**src/rtl/lcd_tgen_pkg.sv**
```systemverilog
package lcd_tgen_pkg;
  localparam int PW  = 8;        // porch / sync field width
  localparam int AW  = 11;       // active size field width
  localparam int DW  = 8;        // divider field width
  localparam int CW  = AW + 2;   // counter width, covers 3*2^PW + 2^AW
  localparam int RDW = 32;       // register data width
  localparam int RAW = 3;        // register address width

  localparam logic [RAW-1:0] A_CTRL = 3'd0;
  localparam logic [RAW-1:0] A_VTIM = 3'd1;
  localparam logic [RAW-1:0] A_HTIM = 3'd2;
  localparam logic [RAW-1:0] A_SIZE = 3'd3;
  localparam logic [RAW-1:0] A_IRQ  = 3'd4;
  localparam logic [RAW-1:0] A_LOCK = 3'd5;

  typedef struct packed {
    logic [PW-1:0] hsw;
    logic [PW-1:0] hbp;
    logic [PW-1:0] hfp;
    logic [AW-1:0] hact;
    logic [PW-1:0] vsw;
    logic [PW-1:0] vbp;
    logic [PW-1:0] vfp;
    logic [AW-1:0] vact;
    logic [DW-1:0] div;
    logic          div_sel;
    logic          run_def;
  } tcfg_t;

  // every field is stored minus one, so four spans add four
  function automatic logic [CW-1:0] span_total(input logic [PW-1:0] sw,
      input logic [PW-1:0] bp, input logic [PW-1:0] fp, input logic [AW-1:0] act);
    return CW'(sw) + CW'(bp) + CW'(fp) + CW'(act) + CW'(4);
  endfunction

  function automatic logic in_sync(input logic [CW-1:0] cnt, input logic [PW-1:0] sw);
    return cnt <= CW'(sw);
  endfunction

  function automatic logic in_window(input logic [CW-1:0] cnt, input logic [PW-1:0] sw,
      input logic [PW-1:0] bp, input logic [AW-1:0] act);
    logic [CW-1:0] lo;
    lo = CW'(sw) + CW'(bp) + CW'(2);
    return (cnt >= lo) && (cnt < lo + CW'(act) + CW'(1));
  endfunction
endpackage

```
**src/rtl/lcd_tgen_regs.sv**
```systemverilog
module lcd_tgen_regs
  import lcd_tgen_pkg::*;
(
  input  logic           clk,
  input  logic           rst_n,
  input  logic           wr,
  input  logic [RAW-1:0] addr,
  input  logic [RDW-1:0] wdata,
  output logic [RDW-1:0] rdata,
  input  logic           frame_tick,
  input  logic           pend_set,
  output logic           run_now,
  output tcfg_t          shad,
  output logic           irq
);
  tcfg_t work_q, shad_q;
  logic  run_now_q, protect_q, irq_en_q, pend_q;
  logic  clr_req;
  logic  unused_wd;

  assign unused_wd = ^wdata;
  assign clr_req   = wr && (addr == A_IRQ) && wdata[1];

  always_ff @(posedge clk) begin
    if (!rst_n) begin
      work_q    <= '0;
      run_now_q <= 1'b0;
      protect_q <= 1'b0;
      irq_en_q  <= 1'b0;
    end else if (wr) begin
      case (addr)
        A_CTRL: begin
          run_now_q      <= wdata[0];
          work_q.run_def <= wdata[1];
          work_q.div_sel <= wdata[2];
          work_q.div     <= wdata[8 +: DW];
        end
        A_VTIM: begin
          work_q.vsw <= wdata[0 +: PW];
          work_q.vbp <= wdata[8 +: PW];
          work_q.vfp <= wdata[16 +: PW];
        end
        A_HTIM: begin
          work_q.hsw <= wdata[0 +: PW];
          work_q.hbp <= wdata[8 +: PW];
          work_q.hfp <= wdata[16 +: PW];
        end
        A_SIZE: begin
          work_q.hact <= wdata[0 +: AW];
          work_q.vact <= wdata[16 +: AW];
        end
        A_IRQ:  irq_en_q  <= wdata[0];
        A_LOCK: protect_q <= wdata[0];
        default: ;
      endcase
    end
  end

  always_ff @(posedge clk) begin
    if (!rst_n)                       shad_q <= '0;
    else if (frame_tick && !protect_q) shad_q <= work_q;
  end

  always_ff @(posedge clk) begin
    if (!rst_n)                     pend_q <= 1'b0;
    else if (pend_set && irq_en_q)  pend_q <= 1'b1;
    else if (clr_req)               pend_q <= 1'b0;
  end

  always_comb begin
    rdata = '0;
    case (addr)
      A_CTRL: begin
        rdata[0]       = run_now_q;
        rdata[1]       = work_q.run_def;
        rdata[2]       = work_q.div_sel;
        rdata[8 +: DW] = work_q.div;
      end
      A_VTIM: begin
        rdata[0 +: PW]  = work_q.vsw;
        rdata[8 +: PW]  = work_q.vbp;
        rdata[16 +: PW] = work_q.vfp;
      end
      A_HTIM: begin
        rdata[0 +: PW]  = work_q.hsw;
        rdata[8 +: PW]  = work_q.hbp;
        rdata[16 +: PW] = work_q.hfp;
      end
      A_SIZE: begin
        rdata[0 +: AW]  = work_q.hact;
        rdata[16 +: AW] = work_q.vact;
      end
      A_IRQ: begin
        rdata[0] = irq_en_q;
        rdata[1] = pend_q;
      end
      A_LOCK: rdata[0] = protect_q;
      default: ;
    endcase
  end

  assign run_now = run_now_q;
  assign shad    = shad_q;
  assign irq     = pend_q;

  AST_SHADOW_ONLY_AT_TICK: assert property (@(posedge clk) disable iff (!rst_n)
    !frame_tick |=> $stable(shad_q));
  AST_PROTECT_HOLDS: assert property (@(posedge clk) disable iff (!rst_n)
    protect_q |=> $stable(shad_q));
  AST_IRQ_W1C: assert property (@(posedge clk) disable iff (!rst_n)
    (clr_req && !pend_set) |=> !irq);
endmodule

```
**src/rtl/lcd_tgen_pixdiv.sv**
```systemverilog
module lcd_tgen_pixdiv
  import lcd_tgen_pkg::*;
(
  input  logic          clk,
  input  logic          rst_n,
  input  logic          running,
  input  logic          div_sel,
  input  logic [DW-1:0] div,
  output logic          ce
);
  logic [DW-1:0] cnt_q;
  logic          bypass;

  assign bypass = !div_sel || (div == '0);
  assign ce     = running && (bypass || (cnt_q == div));

  always_ff @(posedge clk) begin
    if (!rst_n)                cnt_q <= '0;
    else if (!running || bypass) cnt_q <= '0;
    else if (cnt_q == div)     cnt_q <= '0;
    else                       cnt_q <= cnt_q + 1'b1;
  end

  AST_CE_GAP: assert property (@(posedge clk) disable iff (!rst_n)
    (ce && !bypass) |=> (!ce || bypass));
endmodule

```
**src/rtl/lcd_tgen_counters.sv**
```systemverilog
module lcd_tgen_counters
  import lcd_tgen_pkg::*;
(
  input  logic  clk,
  input  logic  rst_n,
  input  logic  running,
  input  logic  ce,
  input  tcfg_t cfg,
  output logic  hsync,
  output logic  vsync,
  output logic  de,
  output logic  wrap
);
  logic [CW-1:0] hcnt_q, vcnt_q, htot, vtot;
  logic          h_last, v_last;
  logic          unused_cfg;

  assign unused_cfg = ^{cfg.div, cfg.div_sel, cfg.run_def};
  assign htot   = span_total(cfg.hsw, cfg.hbp, cfg.hfp, cfg.hact);
  assign vtot   = span_total(cfg.vsw, cfg.vbp, cfg.vfp, cfg.vact);
  assign h_last = hcnt_q == htot - CW'(1);
  assign v_last = vcnt_q == vtot - CW'(1);
  assign wrap   = running && ce && h_last && v_last;

  always_ff @(posedge clk) begin
    if (!rst_n || !running) begin
      hcnt_q <= '0;
      vcnt_q <= '0;
    end else if (ce) begin
      if (h_last) begin
        hcnt_q <= '0;
        vcnt_q <= v_last ? '0 : vcnt_q + CW'(1);
      end else begin
        hcnt_q <= hcnt_q + CW'(1);
      end
    end
  end

  assign hsync = running && in_sync(hcnt_q, cfg.hsw);
  assign vsync = running && in_sync(vcnt_q, cfg.vsw);
  assign de    = running && in_window(hcnt_q, cfg.hsw, cfg.hbp, cfg.hact)
                         && in_window(vcnt_q, cfg.vsw, cfg.vbp, cfg.vact);

  AST_DE_OUTSIDE_SYNC: assert property (@(posedge clk) disable iff (!rst_n)
    de |-> (!hsync && !vsync));
  AST_HCNT_RANGE: assert property (@(posedge clk) disable iff (!rst_n)
    running |-> (hcnt_q < htot));
  AST_VCNT_RANGE: assert property (@(posedge clk) disable iff (!rst_n)
    running |-> (vcnt_q < vtot));
endmodule

```
**src/rtl/lcd_tgen.sv**
```systemverilog
module lcd_tgen
  import lcd_tgen_pkg::*;
(
  input  logic        clk,
  input  logic        rst_n,
  input  logic        reg_wr,
  input  logic [2:0]  reg_addr,
  input  logic [31:0] reg_wdata,
  output logic [31:0] reg_rdata,
  output logic        pix_ce,
  output logic        hsync,
  output logic        vsync,
  output logic        de,
  output logic        irq
);
  tcfg_t shad;
  logic  run_now, running, ce, wrap, frame_tick;

  assign running    = run_now && shad.run_def;
  assign frame_tick = wrap || !running;
  assign pix_ce     = ce;

  lcd_tgen_regs u_regs (
    .clk(clk), .rst_n(rst_n), .wr(reg_wr), .addr(reg_addr), .wdata(reg_wdata),
    .rdata(reg_rdata), .frame_tick(frame_tick), .pend_set(wrap),
    .run_now(run_now), .shad(shad), .irq(irq)
  );

  lcd_tgen_pixdiv u_div (
    .clk(clk), .rst_n(rst_n), .running(running), .div_sel(shad.div_sel),
    .div(shad.div), .ce(ce)
  );

  lcd_tgen_counters u_cnt (
    .clk(clk), .rst_n(rst_n), .running(running), .ce(ce), .cfg(shad),
    .hsync(hsync), .vsync(vsync), .de(de), .wrap(wrap)
  );

  AST_STOP_QUIET: assert property (@(posedge clk) disable iff (!rst_n)
    $fell(run_now) |-> (!hsync && !vsync && !de && !pix_ce));
endmodule

```
**config.mk**
```make
export PLATFORM = sky130hd
export DESIGN_NAME = lcd_tgen
export DESIGN_NICKNAME = d
export VERILOG_FILES = /design/src/rtl/lcd_tgen_pkg.sv /design/src/rtl/lcd_tgen_regs.sv /design/src/rtl/lcd_tgen_pixdiv.sv /design/src/rtl/lcd_tgen_counters.sv /design/src/rtl/lcd_tgen.sv
export SDC_FILE = /design/constraint.sdc
export NUM_CORES = 1
export LEC_CHECK = 0
export CAP_MARGIN = 10
export CORE_UTILIZATION = 50
export CTS_CLUSTER_DIAMETER = 100
export DETAILED_ROUTE_END_ITERATION = 8
export GPL_TIMING_DRIVEN = 0
export PLACE_DENSITY = 0.68
export SETUP_SLACK_MARGIN = 0.1
export SYNTH_ARGS = -nofsm -noshare
export SYNTH_HDL_FRONTEND = slang
export SYNTH_SLANG_ARGS = --single-unit
export TNS_END_PERCENT = 100
```
**constraint.sdc**
```tcl
create_clock -name clk -period 6 [get_ports clk]
set_input_delay 1.2 -clock clk [delete_from_list [all_inputs] [get_ports clk]]
set_output_delay 1.2 -clock clk [all_outputs]
set_load 0.01 [all_outputs]
```
==> results.cfg <==
[sta]
layout_setup_ws_ps = -205
rsz0062_at_grt = true
fin_crit_ps = 6210
maxSlewViolCount = 0
max_freq_ghz = 0.161
fin_setup_tns_ps = -205
whs_ps = 514
setup-violations-final = 1
slew_headroom_pct = 42.2
tightest_slew_ps = 867
timing.final.crit_share_pct = 103
finClkSkew_ps = 22.7
hold_viol_final = 0

[route]
routed_wl_mm = 49.9
remaining_drc_errors = 0
num_vias = 14700
final_antenna_net_count = 0
dr.pass1.iters = 7
dr.first_iter.drc_count = 1099
routedWlPerCell_microns = 21.1
viasPerCell = 6.22

[floorplanning]
die_h_microns = 179
dieWidth_microns = 179
design.core.area_sq_um = 30700
rows = 64
initial_core_util_pct = 50.9
ios = 75
die_area_sq_um = 32000

[pwr]
combPwrFrac_pct = 10.2
swShare_pct = 28.8
power.density_nw_per_um2 = 159
finalPower_mw = 2.84
p_int_mw = 2.02
power_frac_seq_pct = 48.0
clkPwrFrac_pct = 41.7
ir_drop_mv = 0.167
switchingPower_mw = 0.817
p_leak_nw = 7.11

[placed_design]
gp_congestion = 0.922
port_buffers = 61
placed_area_sq_um = 16700
hpwl_mm = 38.7

[worst_setup_path]
rr_endpoint = u_regs.shad[20]
crit_path_frequent_cell = a21o_1
worst-path-buf-inv = 3
reg2reg_depth = 23
cp_cell_sequence = ha_4 > inv_2 > fa_2 > inv_2 > a21oi_2 > o21bai_2 > a21o_1 > a21o_1 > xor2_2 > and3b_2 > xor2_1 > ha_1 > a21oi_2 > o21ai_2 > a21o_1 > a21oi_2 > xor2_1 > ha_1 > a21o_1 > a221oi_2 > o221ai_2 > nor4_2 > buf_2
reg2reg_from = u_regs.shad[72]
worst_setup_path_end_kind = output pin
required_ps = 4800
path_max_fanout = 4
path_class = flop to output pin
reg2reg_slack_ps = 330
crit_arrival_ps = 5010
cp_slowest_stage_delay_ps = 400
start_kind = flop
cp_top_family = compound AO/OA/AOI/OAI gates
critPathSlowestCell = dfxtp_4

[clocking]
cts_tree = done
cts_sinks = 198
clk_root_buffer_cell = clkbuf_16
htree_num_levels = 4
clkLatencyLatePin_ps = 470
clkTransAtPathRegs_ps = 80
cts_buffer_depth = 2
hold_buffers = 0
cts_buffers = 17

[global_route]
grt_overflow = 0
grt_pass1_vias = 14000
antenna_found_initial = 0
grt_usage_pct = 31.6
grt_start_max_net_pins = 21
grt_pass1_wl_mm = 77.9

[min_path]
hold_depth = 2
hold_path_class = flop to flop
whs_endpoint = u_regs.work_q[9]
min_from = u_regs.work_q[9]

[outcome]
violations = negative setup slack
status = complete, but fails checks

[finish]
drive_gt1_share_pct = 10.7
final_nets = 2155
final_util_pct = 58.3
finalInstanceArea_sq_um = 17900
area_growth_pct = 14.4
diodes = 0

[logic_synthesis]
yosysTopAreaCellShare_pct = 25.4
yosysUniqueCellTypes = 65
synth.area.top_cells = dfxtp_1, ha_1, and4b_1, o211ai_2, nand2_1
syn_avg_cell_area_sq_um = 8.48
synthArstFlopShare_pct = 0
ys_seq_area_share_pct = 25.4
synth-seq-cells = 198
synth_flop_cell = dfxtp_1
synth_enable_flop_cells = 0
netlist_area_sq_um = 15600
ys_warn_count = 0
synth_area_leader_cell = dfxtp_1
yosys-top-cells-count = dfxtp_1, nand2_1, ha_1
yosysMostFrequentCell = dfxtp_1
synthCells = 1843

[run]
cap_violations = 0
cells by family (layout without fill, tap and decap cells):
kind of cell | count (synthesis) | count (layout) | synth area share, %
other | 1 | 5 | 0.0240
DFF | 198 | 198 | 25.4
muxes | 26 | 26 | 1.99
buffers and inverters | 225 | 345 | 6.09
adders and majority gates | 163 | 163 | 14.0
xor gates and xnor gates | 108 | 108 | 6.05
and+or+nand+nor | 685 | 685 | 25.1
AOI/OAI and AO/OA | 437 | 437 | 21.3
registers in the layout, summed over array words and instances, names as in the netlist:
register / count
u_regs.shad: 80
u_regs.work_q: 80
u_cnt.hcnt_q: 13
u_cnt.vcnt_q: 13
u_div.cnt_q: 8
u_regs.irq: 1
u_regs.irq_en_q: 1
u_regs.protect_q: 1
u_regs.run_now: 1
stage by stage:
stage / setup WS, ps / instances
after global routing: -478 / 2363
after global placement: -949 / 2304
after floorplan: 358 / 1847
after detailed placement: -914 / 2304
after CTS: -285 / 2354
final: -205 / 2363
cell usage in the layout (no fill, tap or decap), types with 24 or more instances in the layout:
master	count
xor2_1	34
xnor2_1	62
a31oi_1	83
clkbuf_1	118
buf_4	31
nand2_1	194
and4b_1	80
a21boi_0	81
nor2_1	107
dfxtp_1	190
ha_1	137
o21ai_0	24
nand3b_1	81
nand3_1	26
o21a_1	24
nand4_1	94
clkdlybuf4s50_1	60
a21oi_1	47
o211ai_2	63
inv_1	71
worst max path at each step:
stage / start / endpoint / slack [ps] / depth (start not counted)
floorplan: u_regs.shad[37] / de / 360 / 22
global placement: u_regs.shad[37] / de / -950 / 21
detailed placement: u_regs.shad[37] / de / -910 / 21
CTS: u_regs.shad[37] / de / -280 / 23
global route: u_regs.shad[72] / de / -480 / 23
finish: u_regs.shad[72] / de / -210 / 23
what timing repair did:
item                                    in CTS  in global routing
gates resized for setup                     47                 28
endpoints found under the setup margin      32                  3
buffers inserted                            18                  9
pin swaps                                   18                 22
area by class of cell:
cell class,count,area [sq um]
well taps,396,495
repair buffers,88,812
flip-flops and latches,198,3980
clock buffers,18,439
plain buffers,149,667
clock inverters,14,164
multi-input cells,1424,11000
fillers,2696,12800
inverters,76,285
worst min-delay path: cells and delay by family, from the launching register on:
family	cells	cell delay, ps
flops	1	350
simple gates	1	60
compound gates	1	60
power by group through the flow:
| stage | combinational (mW) | clock [mW] | sequential [mW] |
|---|---|---|---|
| 2_1_floorplan | 0.183 | 0 | 1.38 |
| 3_3_place_gp | 0.270 | 0 | 1.39 |
| 3_5_place_dp | 0.274 | 0 | 1.39 |
| 4_1_cts | 0.282 | 1.18 | 1.36 |
| 5_1_grt | 0.316 | 1.23 | 1.36 |
| 6_report | 0.290 | 1.18 | 1.36 |
per-layer routing:
layer | global-route usage [%] | wire (microns)
met2 | 50.6 | 22400
met1 | 42.1 | 21900
met4 | 14.5 | 2260
met3 | 4.11 | 3370
met5 | 0 | 0
No activity file was read; power rests on OpenSTA's default activity.
